[src/rtl/cpwm_pkg.sv]
package cpwm_pkg;

    typedef enum logic [1:0] {
        EV_HOLD = 2'd0,
        EV_RISE = 2'd1,
        EV_FALL = 2'd2
    } pin_ev_e;

    function automatic int start_count(int period, int phases, int k);
        return period - 1 - k * (period / phases);
    endfunction

    function automatic int duty_limit(int period);
        return period / 2 - 1;
    endfunction

    function automatic logic apply_ev(logic cur, pin_ev_e ev);
        case (ev)
            EV_RISE: return 1'b1;
            EV_FALL: return 1'b0;
            default: return cur;
        endcase
    endfunction

endpackage

[src/rtl/cpwm_counter.sv]
module cpwm_counter
    import cpwm_pkg::*;
#(
    parameter int PERIOD = 40,
    parameter int START  = 39,
    parameter int CW     = 6
) (
    input  logic          clk,
    input  logic          rst_n,
    output logic [CW-1:0] cnt_o,
    output logic          wrap_o,
    output logic          armed_o
);
    localparam logic [CW-1:0] LAST    = CW'(PERIOD - 1);
    localparam logic [CW-1:0] START_V = CW'(START);

    assign wrap_o = (cnt_o == LAST);

    always_ff @(posedge clk) begin
        if (!rst_n) begin
            cnt_o   <= START_V;
            armed_o <= 1'b0;
        end else if (wrap_o) begin
            cnt_o   <= '0;
            armed_o <= 1'b1;
        end else begin
            cnt_o   <= cnt_o + 1'b1;
        end
    end


    cnt_range_chk: assert property (@(posedge clk) disable iff (!rst_n)
        cnt_o <= LAST);


    cnt_wrap_chk: assert property (@(posedge clk) disable iff (!rst_n)
        wrap_o |=> (cnt_o == '0));


    arm_after_wrap_chk: assert property (@(posedge clk) disable iff (!rst_n)
        $rose(armed_o) |-> $past(wrap_o));

endmodule

[src/rtl/cpwm_duty_reg.sv]
module cpwm_duty_reg
    import cpwm_pkg::*;
#(
    parameter int PERIOD = 40,
    parameter int CW     = 6
) (
    input  logic          clk,
    input  logic          rst_n,
    input  logic          wrap_i,
    input  logic [CW-1:0] hd_i,
    output logic [CW-1:0] hd_o
);
    localparam logic [CW-1:0] LIM = CW'(duty_limit(PERIOD));

    always_ff @(posedge clk) begin
        if (!rst_n) begin
            hd_o <= '0;
        end else if (wrap_i) begin
            hd_o <= (hd_i > LIM) ? LIM : hd_i;
        end
    end


    hd_limit_chk: assert property (@(posedge clk) disable iff (!rst_n)
        hd_o <= LIM);


    hd_hold_chk: assert property (@(posedge clk) disable iff (!rst_n)
        !wrap_i |=> $stable(hd_o));

endmodule

[src/rtl/cpwm_outpair.sv]
module cpwm_outpair
    import cpwm_pkg::*;
#(
    parameter int PERIOD = 40,
    parameter int DEAD   = 3,
    parameter int CW     = 6
) (
    input  logic          clk,
    input  logic          rst_n,
    input  logic          armed_i,
    input  logic [CW-1:0] cnt_i,
    input  logic [CW-1:0] hd_i,
    output logic          hi_o,
    output logic          lo_o
);
    logic    en_q;
    logic    hi_set, hi_clr, lo_set, lo_clr, lo_ok;
    int      c, h;
    pin_ev_e hi_ev, lo_ev;

    always_comb begin
        c      = int'(cnt_i);
        h      = int'(hd_i);
        hi_clr = (c == h);
        hi_set = armed_i && (c == PERIOD - h);
        lo_ok  = (2 * (h + DEAD)) < PERIOD;
        lo_set = en_q && (c == h + DEAD);
        lo_clr = (c == PERIOD - DEAD - h);

        if (hi_clr)      hi_ev = EV_FALL;
        else if (hi_set) hi_ev = EV_RISE;
        else             hi_ev = EV_HOLD;

        if (!lo_ok)      lo_ev = EV_FALL;
        else if (lo_set) lo_ev = EV_RISE;
        else if (lo_clr) lo_ev = EV_FALL;
        else             lo_ev = EV_HOLD;
    end

    always_ff @(posedge clk) begin
        if (!rst_n) begin
            hi_o <= 1'b0;
            lo_o <= 1'b0;
            en_q <= 1'b0;
        end else begin
            hi_o <= apply_ev(hi_o, hi_ev);
            lo_o <= apply_ev(lo_o, lo_ev);
            if (hi_ev == EV_RISE) en_q <= 1'b1;
        end
    end


    no_overlap_chk: assert property (@(posedge clk) disable iff (!rst_n)
        !(hi_o && lo_o));


    hi_gap_chk: assert property (@(posedge clk) disable iff (!rst_n)
        $fell(hi_o) |-> !lo_o);


    lo_gap_chk: assert property (@(posedge clk) disable iff (!rst_n)
        $fell(lo_o) |-> !hi_o);


    lo_gate_chk: assert property (@(posedge clk) disable iff (!rst_n)
        $rose(lo_o) |-> en_q);


    lo_off_chk: assert property (@(posedge clk) disable iff (!rst_n)
        lo_o |-> lo_ok);


    hi_armed_chk: assert property (@(posedge clk) disable iff (!rst_n)
        $rose(hi_o) |-> armed_i);

endmodule

[src/rtl/cpwm_top.sv]
module cpwm_top
    import cpwm_pkg::*;
#(
    parameter int PHASES = 2,
    parameter int PERIOD = 40,
    parameter int DEAD   = 3,
    localparam int CW    = $clog2(PERIOD)
) (
    input  logic                 clk,
    input  logic                 rst_n,
    input  logic [PHASES*CW-1:0] half_duty,
    output logic [PHASES-1:0]    hi_out,
    output logic [PHASES-1:0]    lo_out
);

    for (genvar g = 0; g < PHASES; g++) begin : g_phase
        localparam int START = start_count(PERIOD, PHASES, g);

        logic [CW-1:0] cnt;
        logic [CW-1:0] hd;
        logic          wrap;
        logic          armed;

        cpwm_counter #(.PERIOD(PERIOD), .START(START), .CW(CW)) u_cnt (
            .clk     (clk),
            .rst_n   (rst_n),
            .cnt_o   (cnt),
            .wrap_o  (wrap),
            .armed_o (armed)
        );

        cpwm_duty_reg #(.PERIOD(PERIOD), .CW(CW)) u_duty (
            .clk    (clk),
            .rst_n  (rst_n),
            .wrap_i (wrap),
            .hd_i   (half_duty[g*CW +: CW]),
            .hd_o   (hd)
        );

        cpwm_outpair #(.PERIOD(PERIOD), .DEAD(DEAD), .CW(CW)) u_pair (
            .clk     (clk),
            .rst_n   (rst_n),
            .armed_i (armed),
            .cnt_i   (cnt),
            .hd_i    (hd),
            .hi_o    (hi_out[g]),
            .lo_o    (lo_out[g])
        );
    end

endmodule

[config.mk]
export PLATFORM = sky130hd
export DESIGN_NAME = cpwm_top
export DESIGN_NICKNAME = d
export VERILOG_FILES = /design/src/rtl/cpwm_pkg.sv /design/src/rtl/cpwm_counter.sv /design/src/rtl/cpwm_duty_reg.sv /design/src/rtl/cpwm_outpair.sv /design/src/rtl/cpwm_top.sv
export SDC_FILE = /design/constraint.sdc
export NUM_CORES = 1
export LEC_CHECK = 0
export BUFFER_PORTS_ARGS = -buffer_cell sky130_fd_sc_hd__buf_2
export CAP_MARGIN = 20
export CORE_MARGIN = 3
export CORE_UTILIZATION = 61
export DETAILED_ROUTE_END_ITERATION = 8
export HOLD_SLACK_MARGIN = 0.03
export PLACE_DENSITY = 0.85
export REMOVE_ABC_BUFFERS = 1
export SLEW_MARGIN = 15
export SYNTH_ARGS = -nofsm -noshare
export SYNTH_HDL_FRONTEND = slang
export SYNTH_HIERARCHICAL = 1
export SYNTH_SLANG_ARGS = --single-unit
[constraint.sdc]
create_clock -name clk -period 3.22 [get_ports clk]
set_clock_uncertainty 0.2 [all_clocks]
set_input_delay 0 -clock clk [delete_from_list [all_inputs] [get_ports clk]]
set_output_delay 0 -clock clk [all_outputs]
set_load 0.1 [all_outputs]
# == Yosys cells after proc, flatten, opt, wreduce, memory -nomap -nowiden ==
# Cells that the tools add are included.
# word_totals
latch_bits,0
ramBits,0
n_memories,0
romBits,0
register_bits,32
input_bits,14
out_inout_bits,4
# op_classes
n_div,0
shift,0
multipliers,0
n_lt_le_gt_ge,4
eq_ne,18
n_reduce_logical,10
mux,18
bitwise,1
add_sub_neg,8
# ops
op,n
$eq 7x32->1,6
$lt 32x7->1 const B,2
$sub 6x6->7 const A,4
$mux 6,3
$mux 2,8
$add 6x2->7 const B,2
$add 6x1->6 const B,2
$eq 6x6->1,2
$eq 6x6->1 const B,2
$gt 6x5->1 const B,2
$eq 2x1->1 const B,4
$eq 2x2->1 const B,4
$pmux 1 s2,4
$reduce_bool 2->1,4
$mux 5,1
$logic_and 1x1->1,4
$reduce_or 2->1,2
$mux 1,2
$not 1->1,1

# == Depth between registers and ports, before layout ==
# depth
word_depth,7
ltp_mapped,12
ltp_nobuf,11

# == Modules after synthesis ==
# The synthesis kept the hierarchy.
# modules_own_cells
mod,seq_area_each_um2,cells_per_inst,area_per_inst_um2,instances
cpwm_outpair,60.1,97,715.7,2
cpwm_duty_reg,120.1,25,242.7,2
cpwm_counter at g_phase[0].u_cnt,140.1,28,297.8,1
cpwm_counter at g_phase[1].u_cnt,140.1,26,267.8,1

# == Worst setup path before layout ==
# Ideal clock, no wire load.
# synth_timing
kind,register to register
startpoint,register g_phase[0].u_duty.hd_o[1]
endpoint,register g_phase[0].u_pair.lo_o
period_less_slack_ps,2506
t_arrival_ps,2191
setup_slack_ps,714
required_ps,2905
path_buffers,0
setup_time_ps,115
path_stages_with_launch,12
cell_sequence,dfxtp_1 inv_1 ha_1 a21o_4 nand2_2 or4b_4 a211oi_2 o31ai_1 ha_1 nand2_1 o21ai_0 and2_1
# synth_between
elab_chain_cells,7
word_cells_on_any_way,13
cone_classes,2 x add/sub; 1 x order compare; 4 x eq/ne; 4 x mux; 2 x reduce/logical
# synth_rtl
element,line_no,source
start: declaration,cpwm_duty_reg.sv:11,output logic [CW-1:0] hd_o
start signal: assignment,cpwm_duty_reg.sv:19,hd_o <= (hd_i > LIM) ? LIM : hd_i;
branches (longest 4 deep; another with $lt 32x7->1),--,
$mux 2 *,cpwm_outpair.sv:34,if (!lo_ok) lo_ev = EV_FALL;
$eq 2x2->1 / $eq 2x1->1 (equally long branches),cpwm_pkg.sv:18,case (ev)
$pmux 1 s2 / $reduce_bool 2->1 (equally long branches),--,
end signal: assignment,cpwm_outpair.sv:47,"lo_o <= apply_ev(lo_o, lo_ev);"
end: declaration,cpwm_outpair.sv:14,output logic lo_o
# Every way passes the cells marked *.
# A chain may end at the register's enable or synchronous reset.

# == Worst setup path after layout ==
# layout_timing
startpoint,register g_phase[1].u_cnt.cnt_o[2]
endpoint,register g_phase[1].u_duty.hd_o[0]
# layout_between
elab_chain_cells,1
# layout_rtl
element,line_no,source
start: declaration,cpwm_counter.sv:10,"output logic [CW-1:0] cnt_o,"
start signal: assignment,cpwm_counter.sv:27,cnt_o <= cnt_o + 1'b1;
$eq 6x6->1,cpwm_counter.sv:17,assign wrap_o = (cnt_o == LAST);
net g_phase[1].wrap,cpwm_top.sv:21,logic wrap;
end signal: assignment,cpwm_duty_reg.sv:19,
end: declaration,cpwm_duty_reg.sv:11,
# The timed path passes the listed nets, and every way through them passes these cells.

==> impl_metrics.tcl <==
set metrics [dict create \
    outcome "finished clean" \
    synth_async_sr_flop_share 0 \
    dpl.hpwl_um 3787 \
    ir_drop_v 0.0004373 \
    cp_data_arrival_time_ps 2870 \
    final_cell_mix "32 x dfxtp_1, 25 x dlygate4sd3_1, 23 x a21oi_1" \
    setup_violations 0 \
    wirelength_um 6359 \
    finalPower_uw 1535 \
    vias_per_cell 6.363 \
    core_area_mm2 0.003799 \
    power_frac_comb 0.398 \
    drtIter0Drc 165 \
    netlist_area_mm2 0.002482 \
    swShare 0.4104 \
    drc 0 \
    area_delta_synth_final_pct 16.88 \
    ys_types 51 \
    fp.dieH_um 69.79 \
    numCtsBuffers 5 \
    rows 22 \
    start_util 0.6535 \
    fp.dieW_um 69.79 \
    slew_headroom 0.4274 \
    ctsHoldBuffers 25 \
    max_freq_mhz 353.0 \
    seq_power_share 0.375 \
    ctsRootBufferMaster "clkbuf_8" \
    hold_ws_ps 244.8 \
    antenna_found_initial 0 \
    final_antenna_net_count 0 \
    postLayoutCoreUtil 0.7638 \
    clock_path_buffers 2 \
    top_layer "met4" \
    cts_tree "done" \
    clock-sinks 32 \
    synth.avg_cell_area_um2 8.330 \
    synth-seq-area-share 0.2581 \
    htree_levels 2 \
    wl_met3_um 479 \
    maxCapViolCount 0 \
    final_common_cell "dfxtp_1" \
    nFillCells 230 \
    end_kind "flip-flop" \
    instances_no_fill 383 \
    track_usage 0.2644 \
    grt_max_degree 29 \
    grt_pass1_vias 2174 \
    p_int_uw 905.3 \
    synth_edf_count 0 \
    hp-class "flip-flop to flip-flop" \
    power_switching_uw 630.0 \
    critPathLaunchType "flip-flop" \
    place_inst 351 \
    drt-met1-wl_um 2784 \
    drive_above_1_share 0.1433 \
    period_needed_ps 2833 \
    grt-ovfl-total 0 \
    crit_fanout 14 \
    gp_congestion 0.9125 \
    cellPowerDensity_mw_per_mm2 529.2 \
    fin_tns_setup_ps 0 \
    io_buffers 17 \
    cp.required_ps 3250 \
    synth-seq-cells 32 \
    wl_per_cell_um 16.60 \
    p_leak_uw 0.001093 \
    grt_pass1_wl_um 10460 \
    tightest_slew_ps 855.7 \
    cts.clk_slew.worst_paths_ps 70 \
    ys.flop_type "dfxtp_1" \
    dieArea_mm2 0.004871 \
    fin_nets 363 \
    pwr-share-clk 0.227 \
    syn_inst 298 \
    yosys_warnings 6 \
    hold_viol 0 \
    cts.repair.resized 0 \
    io_pins 18 \
    clk_latency_ps 290 \
    rsz0062_at_grt "no" \
    critPathKind "flip-flop to flip-flop" \
    via_count 2437 \
    finalMaxSlewViolations 0 \
    post-cts-setup-buffers 0 \
    fin_crit_sh 0.8797 \
    antenna_cells 0 \
    drtPass1Iterations 5 \
    wl_met2_um 2942 \
]
-- power groups by stage --
| stage | combinational [uW] | sequential [uW] | clock, uW |
|---|---|---|---|
| 2_1_floorplan | 413 | 586 | 0 |
| 3_3_place_gp | 535 | 573 | 0 |
| 3_5_place_dp | 551 | 576 | 0 |
| 4_1_cts | 586 | 569 | 348 |
| 5_1_grt | 664 | 585 | 366 |
| 6_report | 611 | 576 | 349 |
-- routing by layer --
layer / track usage / vias to the layer above
li1: - / 1152
met1: 0.3469 / 1135
met2: 0.4197 / 130
met3: 0.06087 / 20
met4: 0.1000 / 0
met5: 0 / -
-- worst paths after layout --
path | from | end | slack (ps) | cells past startpoint
max | g_phase[1].u_cnt/cnt_o[2]$_SDFF_PP0_ | g_phase[1].u_duty/hd_o[0]$_SDFFE_PN0P_ | 390 | 5
min | g_phase[1].u_pair/hi_o$_SDFFE_PN0P_ | g_phase[1].u_pair/hi_o$_SDFFE_PN0P_ | 240 | 2
max reg2reg | g_phase[1].u_cnt/cnt_o[2]$_SDFF_PP0_ | g_phase[1].u_duty/hd_o[0]$_SDFFE_PN0P_ | 390 | 5
min reg2reg | g_phase[1].u_pair/hi_o$_SDFFE_PN0P_ | g_phase[1].u_pair/hi_o$_SDFFE_PN0P_ | 240 | 2
-- critical path, stage by stage (launching register included) --
cell	delay [ps]
dfxtp_1	660
nand4b_1	200
nor2_1	690
o21ai_0	270
a31oi_1	190
dlygate4sd3_1	560
-- synth_stat cells, types with 4 or more instances --
cell	count	area share
nand4bb_1	4	0.018
and2_1	5	0.013
a21oi_1	23	0.046
inv_1	16	0.024
o211ai_1	8	0.024
nand2b_1	13	0.033
nor3b_1	5	0.015
nand3_1	13	0.026
dfxtp_1	32	0.26
o31ai_1	6	0.018
a31oi_1	6	0.015
buf_2	8	0.016
ha_1	14	0.071
xnor2_1	17	0.060
xor2_1	12	0.042
nor2_1	18	0.027
nand2_1	18	0.027
and3_1	4	0.010
a211oi_2	5	0.025
o21ai_0	17	0.034
-- kinds of logic after synthesis --
kind of cell	after synthesis	synth area share
compound gates	94	0.2692
buf+inv	30	0.05948
xor+xnor	31	0.1154
simple gates	97	0.2273
flops	32	0.2581
fa+ha+maj	14	0.07057
-- cell type report --
| type | instances | area (um2) | share of cell area |
|---|---|---|---|
| Timing Repair Buffer | 44 | 350.3 | 0.1207 |
| Clock buffer | 7 | 96.34 | 0.03320 |
| Tap cell | 48 | 60.06 | 0.02070 |
| Multi-Input combinational cell | 236 | 1694 | 0.5839 |
| Sequential cell | 32 | 640.6 | 0.2208 |
| Inverter | 16 | 60.06 | 0.02070 |
-- flip-flops by register name (all words and copies together), names as in the netlist --
signal and count:
g_phase.u_cnt/armed_o 2, g_phase.u_pair/lo_o 2, g_phase.u_cnt/cnt_o 12, g_phase.u_pair/en_q 2, g_phase.u_duty/hd_o 12, g_phase.u_pair/hi_o 2
-- through the flow --
stage / worst slack, ps / cell area, um2
after detailed placement: 469.3 / 2555
after global routing: 209.8 / 2902
final: 387.3 / 2902
after floorplan: 597.1 / 2395
after global placement: 543.5 / 2555
after CTS: 449.3 / 2902
No activity file was read; power rests on OpenSTA's default activity.
